<file path="config.mk">
export PLATFORM = sky130hd
export DESIGN_NAME = burst_addr_gen
export DESIGN_NICKNAME = d
export VERILOG_FILES = /design/src/rtl/burst_pkg.sv /design/src/rtl/beat_counter.sv /design/src/rtl/start_latch.sv /design/src/rtl/beat_order.sv /design/src/rtl/burst_addr_gen.sv
export SDC_FILE = /design/constraint.sdc
export NUM_CORES = 1
export LEC_CHECK = 0
export ABC_AREA = 1
export CAP_MARGIN = 20
export CELL_PAD_IN_SITES_DETAIL_PLACEMENT = 0
export CELL_PAD_IN_SITES_GLOBAL_PLACEMENT = 1
export CORE_MARGIN = 10
export CORE_UTILIZATION = 37
export DETAILED_ROUTE_END_ITERATION = 16
export PLACE_DENSITY_LB_ADDON = 0.05
export SYNTH_ARGS = -nofsm -noshare
export SYNTH_HDL_FRONTEND = slang
export SYNTH_SLANG_ARGS = --single-unit
</file>
<file path="constraint.sdc">
create_clock -name clk -period 4.6 [get_ports clk]
set_input_delay 0.92 -clock clk [delete_from_list [all_inputs] [get_ports clk]]
set_output_delay 0.92 -clock clk [all_outputs]
set_load 0.01 [all_outputs]
</file>
<file path="src/rtl/burst_pkg.sv">
package burst_pkg;
  localparam int BEAT_W = 2;
  localparam int BEATS  = 1 << BEAT_W;

  typedef enum logic {
    ORDER_LINEAR = 1'b0,
    ORDER_XOR    = 1'b1
  } order_e;

  typedef logic [BEAT_W-1:0] beat_t;
endpackage

</file>
<file path="src/rtl/beat_counter.sv">
module beat_counter
  import burst_pkg::*;
(
  input  logic  clk,
  input  logic  rst,
  input  logic  en,
  input  logic  load,
  input  logic  step,
  output beat_t cnt_d,
  output logic  active_d,
  output beat_t cnt_q,
  output logic  active_q
);
  always_comb begin
    cnt_d    = cnt_q;
    active_d = active_q;
    if (en) begin
      if (load) begin
        cnt_d    = '0;
        active_d = 1'b1;
      end else if (step && active_q) begin
        cnt_d = cnt_q + beat_t'(1);
      end
    end
  end

  always_ff @(posedge clk) begin
    if (rst) begin
      cnt_q    <= '0;
      active_q <= 1'b0;
    end else begin
      cnt_q    <= cnt_d;
      active_q <= active_d;
    end
  end


  idle_cnt_zero_chk: assert property (@(posedge clk) disable iff (rst)
    !active_q |-> cnt_q == '0);


  cnt_frozen_chk: assert property (@(posedge clk) disable iff (rst)
    !en |=> $stable(cnt_q) && $stable(active_q));
endmodule

</file>
<file path="src/rtl/start_latch.sv">
module start_latch #(
  parameter int ADDR_W = 20
) (
  input  logic              clk,
  input  logic              rst,
  input  logic              en,
  input  logic              load,
  input  logic [ADDR_W-1:0] din,
  output logic [ADDR_W-1:0] base_d,
  output logic [ADDR_W-1:0] base_q
);
  always_comb begin
    base_d = base_q;
    if (en && load) base_d = din;
  end

  always_ff @(posedge clk) begin
    if (rst) base_q <= '0;
    else     base_q <= base_d;
  end


  base_capture_chk: assert property (@(posedge clk) disable iff (rst)
    en && load |=> base_q == $past(din));
endmodule

</file>
<file path="src/rtl/beat_order.sv">
module beat_order
  import burst_pkg::*;
(
  input  order_e mode,
  input  beat_t  start_lo,
  input  beat_t  idx,
  output beat_t  lo
);
  beat_t lin_lo;
  beat_t xor_lo;

  assign lin_lo = start_lo + idx;
  assign xor_lo = start_lo ^ idx;
  assign lo     = (mode == ORDER_XOR) ? xor_lo : lin_lo;
endmodule

</file>
<file path="src/rtl/burst_addr_gen.sv">
module burst_addr_gen
  import burst_pkg::*;
#(
  parameter int ADDR_W = 20
) (
  input  logic              clk,
  input  logic              rst,
  input  logic              stall,
  input  logic              load,
  input  logic              advance,
  input  logic              xor_order,
  input  logic [ADDR_W-1:0] start_addr,
  output logic [ADDR_W-1:0] addr_out,
  output logic              last_beat,
  output logic              burst_on
);
  localparam int HI_W = ADDR_W - BEAT_W;
  localparam beat_t LAST_IDX = beat_t'(BEATS - 1);

  logic              en;
  beat_t             cnt_d, cnt_q;
  logic              act_d, act_q;
  logic [ADDR_W-1:0] base_d, base_q;
  beat_t             lo_d;
  order_e            mode;

  assign en   = !stall;
  assign mode = order_e'(xor_order);

  beat_counter u_cnt (
    .clk      (clk),
    .rst      (rst),
    .en       (en),
    .load     (load),
    .step     (advance),
    .cnt_d    (cnt_d),
    .active_d (act_d),
    .cnt_q    (cnt_q),
    .active_q (act_q)
  );

  start_latch #(.ADDR_W(ADDR_W)) u_base (
    .clk    (clk),
    .rst    (rst),
    .en     (en),
    .load   (load),
    .din    (start_addr),
    .base_d (base_d),
    .base_q (base_q)
  );

  beat_order u_order (
    .mode     (mode),
    .start_lo (base_d[BEAT_W-1:0]),
    .idx      (cnt_d),
    .lo       (lo_d)
  );

  always_ff @(posedge clk) begin
    if (rst) begin
      addr_out  <= '0;
      last_beat <= 1'b0;
      burst_on  <= 1'b0;
    end else if (en) begin
      addr_out  <= {base_d[ADDR_W-1:BEAT_W], lo_d};
      last_beat <= act_d && (cnt_d == LAST_IDX);
      burst_on  <= act_d;
    end
  end


  reset_idle_chk: assert property (@(posedge clk)
    rst |=> !burst_on && !last_beat && addr_out == '0);


  stall_hold_chk: assert property (@(posedge clk) disable iff (rst)
    stall |=> $stable(addr_out) && $stable(last_beat) && $stable(burst_on));


  load_start_chk: assert property (@(posedge clk) disable iff (rst)
    !stall && load |=> addr_out == $past(start_addr) && burst_on && !last_beat);


  upper_hold_chk: assert property (@(posedge clk) disable iff (rst)
    !load |=> addr_out[ADDR_W-1:BEAT_W] == $past(addr_out[ADDR_W-1:BEAT_W]));


  linear_step_chk: assert property (@(posedge clk) disable iff (rst)
    !stall && !load && advance && burst_on && !xor_order
      |=> addr_out[BEAT_W-1:0] == $past(addr_out[BEAT_W-1:0]) + beat_t'(1));


  last_needs_burst_chk: assert property (@(posedge clk) disable iff (rst)
    last_beat |-> burst_on);


  idle_adv_chk: assert property (@(posedge clk) disable iff (rst)
    !burst_on && !load |=> !burst_on && $stable(addr_out));

  initial begin
    assert (HI_W >= 1);
  end
endmodule

</file>
### Word level (Yosys, flattened, before mapping)

Cells that the tools add are included.

| operators by class | value |
|---|---|
| $add $sub $neg | 2 |
| $mul | 0 |
| divide/modulo/power cells | 0 |
| $lt $le $gt $ge | 0 |
| equality and inequality tests | 1 |
| shifts and indexed selects | 0 |
| mux-type cells | 7 |
| bitwise operators | 1 |
| reduce and logical (&&, ||, !) cells | 4 |

Operators by type and width:

| cell | number |
|---|---|
| $mux W20 | 1 |
| $mux W2 | 4 |
| $logic_and A1 B1 Y1 | 3 |
| $add A2 B1 Y2 const B | 1 |
| $add A2 B2 Y2 | 1 |
| $eq A2 B2 Y1 const B | 1 |
| $mux W1 | 2 |
| $xor A2 B2 Y2 | 1 |
| $logic_not A1 Y1 | 1 |

| word-level totals | value |
|---|---|
| register bits | 45 |
| latch bits | 0 |
| memory bits (writable) | 0 |
| memory bits (read-only) | 0 |
| output and inout port bits | 22 |
| word-level logic and storage cells | 21 |
| memories | 0 |

### Depth between registers and ports, before layout

| logic depth | value |
|---|---|
| word-level depth | 6 |
| gate-level depth with buffers | 17 |
| mapped depth without buffers | 16 |

### By module

A second synthesis with hierarchy kept.

| unflattened totals | value |
|---|---|
| cells, all modules | 304 |
| area, all modules | 2309.7 um^2 |

Modules (own cells, without submodules):

| module | times used | cells an instance | area an instance (um^2) |
|---|---|---|---|
| start_latch | 1 | 169 | 1302.5 |
| burst_addr_gen | 1 | 98 | 795.8 |
| beat_counter | 1 | 22 | 143.9 |
| beat_order | 1 | 15 | 67.6 |

### Worst setup path before layout

Ideal clock, no wire load.

| path | value |
|---|---|
| path kind | input -> register |
| start | in stall |
| end | reg addr_out[1] |
| setup time | 109 ps |
| data arrival time | 2241 ps |
| required time | 4491 ps |
| setup slack | 2250 ps |
| stages on the path | 16 |
| cells stage by stage | inv_2 nand2_4 inv_2 buf_6 or2_2 o21ai_0 inv_1 ha_1 nand2_1 nand3_1 nand2_1 inv_1 nand2_1 nand3_1 nand2_1 inv_1 |

| between the ends | value |
|---|---|
| longest elaborated chain between the ends | 5 |
| elaborated cells between the ends (all ways) | 7 |
| those cells by class | 1 x add/sub; 3 x mux; 1 x bitwise; 2 x reduce/logical |

Ends and longest elaborated chain:

| element | line | RTL |
|---|---|---|
| from (decl) | burst_addr_gen.sv:8 | `input logic stall,` |
| $logic_not A1 Y1 | burst_addr_gen.sv:27 | `assign en = !stall;` |
| $logic_and A1 B1 Y1 | start_latch.sv:14 | `if (en && load) base_d = din;` |
| $mux W20 | start_latch.sv:14 |  |
| via base_d[0] | burst_addr_gen.sv:23 | `logic [ADDR_W-1:0] base_d, base_q;` |
| $add A2 B2 Y2 | beat_order.sv:12 | `assign lin_lo = start_lo + idx;` |
| $mux W2 | beat_order.sv:14 | `assign lo = (mode == ORDER_XOR) ? xor_lo : lin_lo;` |
| to (signal assigned) | burst_addr_gen.sv:65 | `addr_out <= {base_d[ADDR_W-1:BEAT_W], lo_d};` |
| to (decl) | burst_addr_gen.sv:13 | `output logic [ADDR_W-1:0] addr_out,` |

The timed path passes the listed nets, and every way through them passes these cells.
A chain may end at the register's enable or synchronous reset.

### Worst setup path after layout

Ends and elaborated chain as after synthesis.

==> impl_metrics.py <==
metrics = {
    "worst_setup_path": {
        "cpMaxStageDelayCell": "clkdlybuf4s50_1",
        "slowest_delay_ns": 0.45,
        "required_ns": 4.80,
        "path_buf_inv": 7,
        "crit_family": "buffers and inverters",
        "crit_chain": "clkdlybuf4s50_1 -> buf_4 -> inv_2 -> nand2_4 -> inv_2 -> or2_2 -> o21ai_0 -> inv_1 -> ha_1 -> nand2_1 -> nand3_1 -> nand2_1 -> inv_1 -> nand2_1 -> nand3_1 -> nand2_1 -> inv_1",
        "arrival_ns": 3.64,
        "crit_type": "input pin to register",
        "path_max_fanout": 25,
        "worst_setup_path_end_kind": "register",
        "start_kind": "input pin",
        "cp_common_cell": "nand2_1",
    },
    "place": {
        "io_buffers": 47,
        "place.gp.congestion": 0.7792,
        "post-dp-hpwl_um": 2947,
        "place_area_um2": 2386,
    },
    "clock_tree": {
        "clock_latency_ns": 0.29,
        "cts_setup_buffers": 0,
        "clk_pin_slew_ns": 0.08,
        "cts-htree-levels": 2,
        "numCtsBuffers": 5,
        "cts_hold_buf": 0,
        "cts_sinks": 45,
        "cts_root_buffer": "clkbuf_8",
        "cts_resized": 0,
        "cts_buffer_depth": 2,
        "cts_tree": "done",
    },
    "grt": {
        "grt_pass1_wl_um": 7486,
        "grt_remaining_overflow": 0,
        "grt_start_max_net_pins": 46,
        "grt_usage_pct": 10.84,
        "first_global_vias": 1605,
        "grt_antenna_before_repair": 0,
    },
    "synthesis": {
        "synth.avg_cell_area_um2": 7.319,
        "ys_ff_latch": 45,
        "synth_edf_count": 0,
        "synth_cells": 259,
        "synth_top_area_share_pct": 47.52,
        "synth.distinct_cells": 18,
        "yosysMostFrequentCell": "nor2_1",
        "yosys_warnings": 0,
        "yosysSeqAreaShare_pct": 47.52,
        "syn_nets": 286,
        "synth.area.top_cells": "dfxtp_1 48%, nor2_1 12%, inv_1 9.5%, o21a_1 7.1%, o21ai_1 4.5%",
        "ys_dominant_reg_cell": "dfxtp_1",
        "synth_top_cell_by_area": "dfxtp_1",
        "synth_area_um2": 1896,
        "synth-async-reset-ratio_pct": 0,
        "synth.top_cells.by_count": "62 x nor2_1, 48 x inv_1, 45 x dfxtp_1",
    },
    "timing": {
        "fin_crit_sh_pct": 74.90,
        "rsz0062_at_grt": "no",
        "setup_viol": 0,
        "fmax_ghz": 0.2902,
        "skew_ns": 0.002559,
        "final-hold-violation-count": 0,
        "worst_slew_pin_slew_ns": 0.8111,
        "max_slew_margin_pct": 45.93,
        "finalMaxSlewViolations": 0,
        "period_needed_ns": 3.445,
        "final.setup.tns_ns": 0,
    },
    "power_and_ir_drop": {
        "p_per_area_nw_per_um2": 346.8,
        "peakVddDrop_mv": 0.1962,
        "p_leak_nw": 1.211,
    },
    "status": {
        "status": "completed",
    },
    "detailed_routing": {
        "ant_nets": 0,
        "dr.first_iter.drc_count": 70,
        "wl_per_cell_um": 11.71,
        "vias": 1599,
        "via_per_inst": 4.333,
        "drc_errors": 0,
        "routed_wl_um": 4321,
        "first_pass_iters": 4,
    },
    "cells_and_area": {
        "drive_above_1_share_pct": 4.636,
        "diodes": 0,
        "final_nets": 328,
        "finalInstanceArea_um2": 2502,
        "syn2layout_area_growth_pct": 32.01,
    },
    "floorplan": {
        "io_pins": 48,
        "rows": 25,
        "die_w_um": 91.58,
        "die_h_um": 91.58,
        "start_util_pct": 39.10,
        "core_area_um2": 4848,
        "die_area_um2": 8386,
    },
    "job": {
        "max_cap_violations": 0,
    },
    "worst_hold_path": {
        "hp-class": "register to register",
    },
}
## routing by layer
metal	vias to the layer above	GRT usage (%)	wire [um]
li1	856	-	-
met1	702	13.45	2061
met2	34	16.53	1847
met3	7	4.280	349
met4	0	3.916	63
met5	-	0	0
## flip-flops by register name, summed over array words and instances (netlist names)
| register | count |
|---|---|
| addr_out | 20 |
| u_base.base_q | 20 |
| u_cnt.cnt_q | 2 |
| burst_on | 1 |
| last_beat | 1 |
| u_cnt.active_q | 1 |
## layout make-up
class / instances / area, um2
Clock buffer: 7 / 86.33
Fill cell: 500 / 2346
Tap cell: 67 / 83.83
Timing Repair Buffer: 48 / 473.0
Sequential cell: 45 / 900.9
Clock inverter: 1 / 30.03
Inverter: 50 / 187.7
Multi-Input combinational cell: 151 / 740.7
## worst paths after layout
kind	from	end	slack, ns	depth (start not counted)
setup reg to reg	u_cnt.active_q	addr_out[1]	2.89	14
setup / recovery	stall	addr_out[1]	1.15	17
hold reg to reg	u_cnt.active_q	u_cnt.active_q	0.47	2
hold / removal	u_cnt.active_q	u_cnt.active_q	0.47	2
## cell families after synthesis
logic type / synth area share [%]
adder cells (fa/ha/maj): 0.6600
AND/OR/NAND/NOR: 24.69
buffers and inverters: 13.40
AO/OA/AOI/OAI: 13.73
flip-flops: 47.52
## worst min-delay path: cells and delay by family (launching register included)
kind / cells / cell delay [ns]
flip-flops: 1 / 0.30
AO/OA/AOI/OAI: 1 / 0.06
buffers and inverters: 1 / 0.06
## per-stage QoR
step           hold slack [ns]  setup WS (ns)  power (W)  utilization, %  cells
6_report                0.4665          1.155  0.0008677           51.61    369
5_1_grt                 0.5051         0.8479  0.0009252           51.61    369
4_1_cts                 0.4635          1.103  0.0008853           51.61    369
3_5_place_dp            0.4511         0.7947  0.0005746           49.21    361
3_3_place_gp            0.4463         0.8854  0.0005743           49.21    361
2_1_floorplan           0.4365          2.250  0.0005122               -    259
## placed cells by master (no fill, tap or decap), drive strengths merged
cell type,count
o21ai,19
clkbuf,7
buf,2
nor2,62
ha,1
clkdlybuf4s50,46
inv,50
nand2,17
nand3,9
dfxtp,45
o21a,18
a21oi,6
bufinv,1
or2,19
## power by group
part | internal (W) | switching (W) | leakage [nW]
logic | 0.0000727 | 0.0000665 | 0.781
registers | 0.000415 | 0.00000871 | 0.372
clock network | 0.000177 | 0.000128 | 0.0585
(Power assumes the default switching activity.)
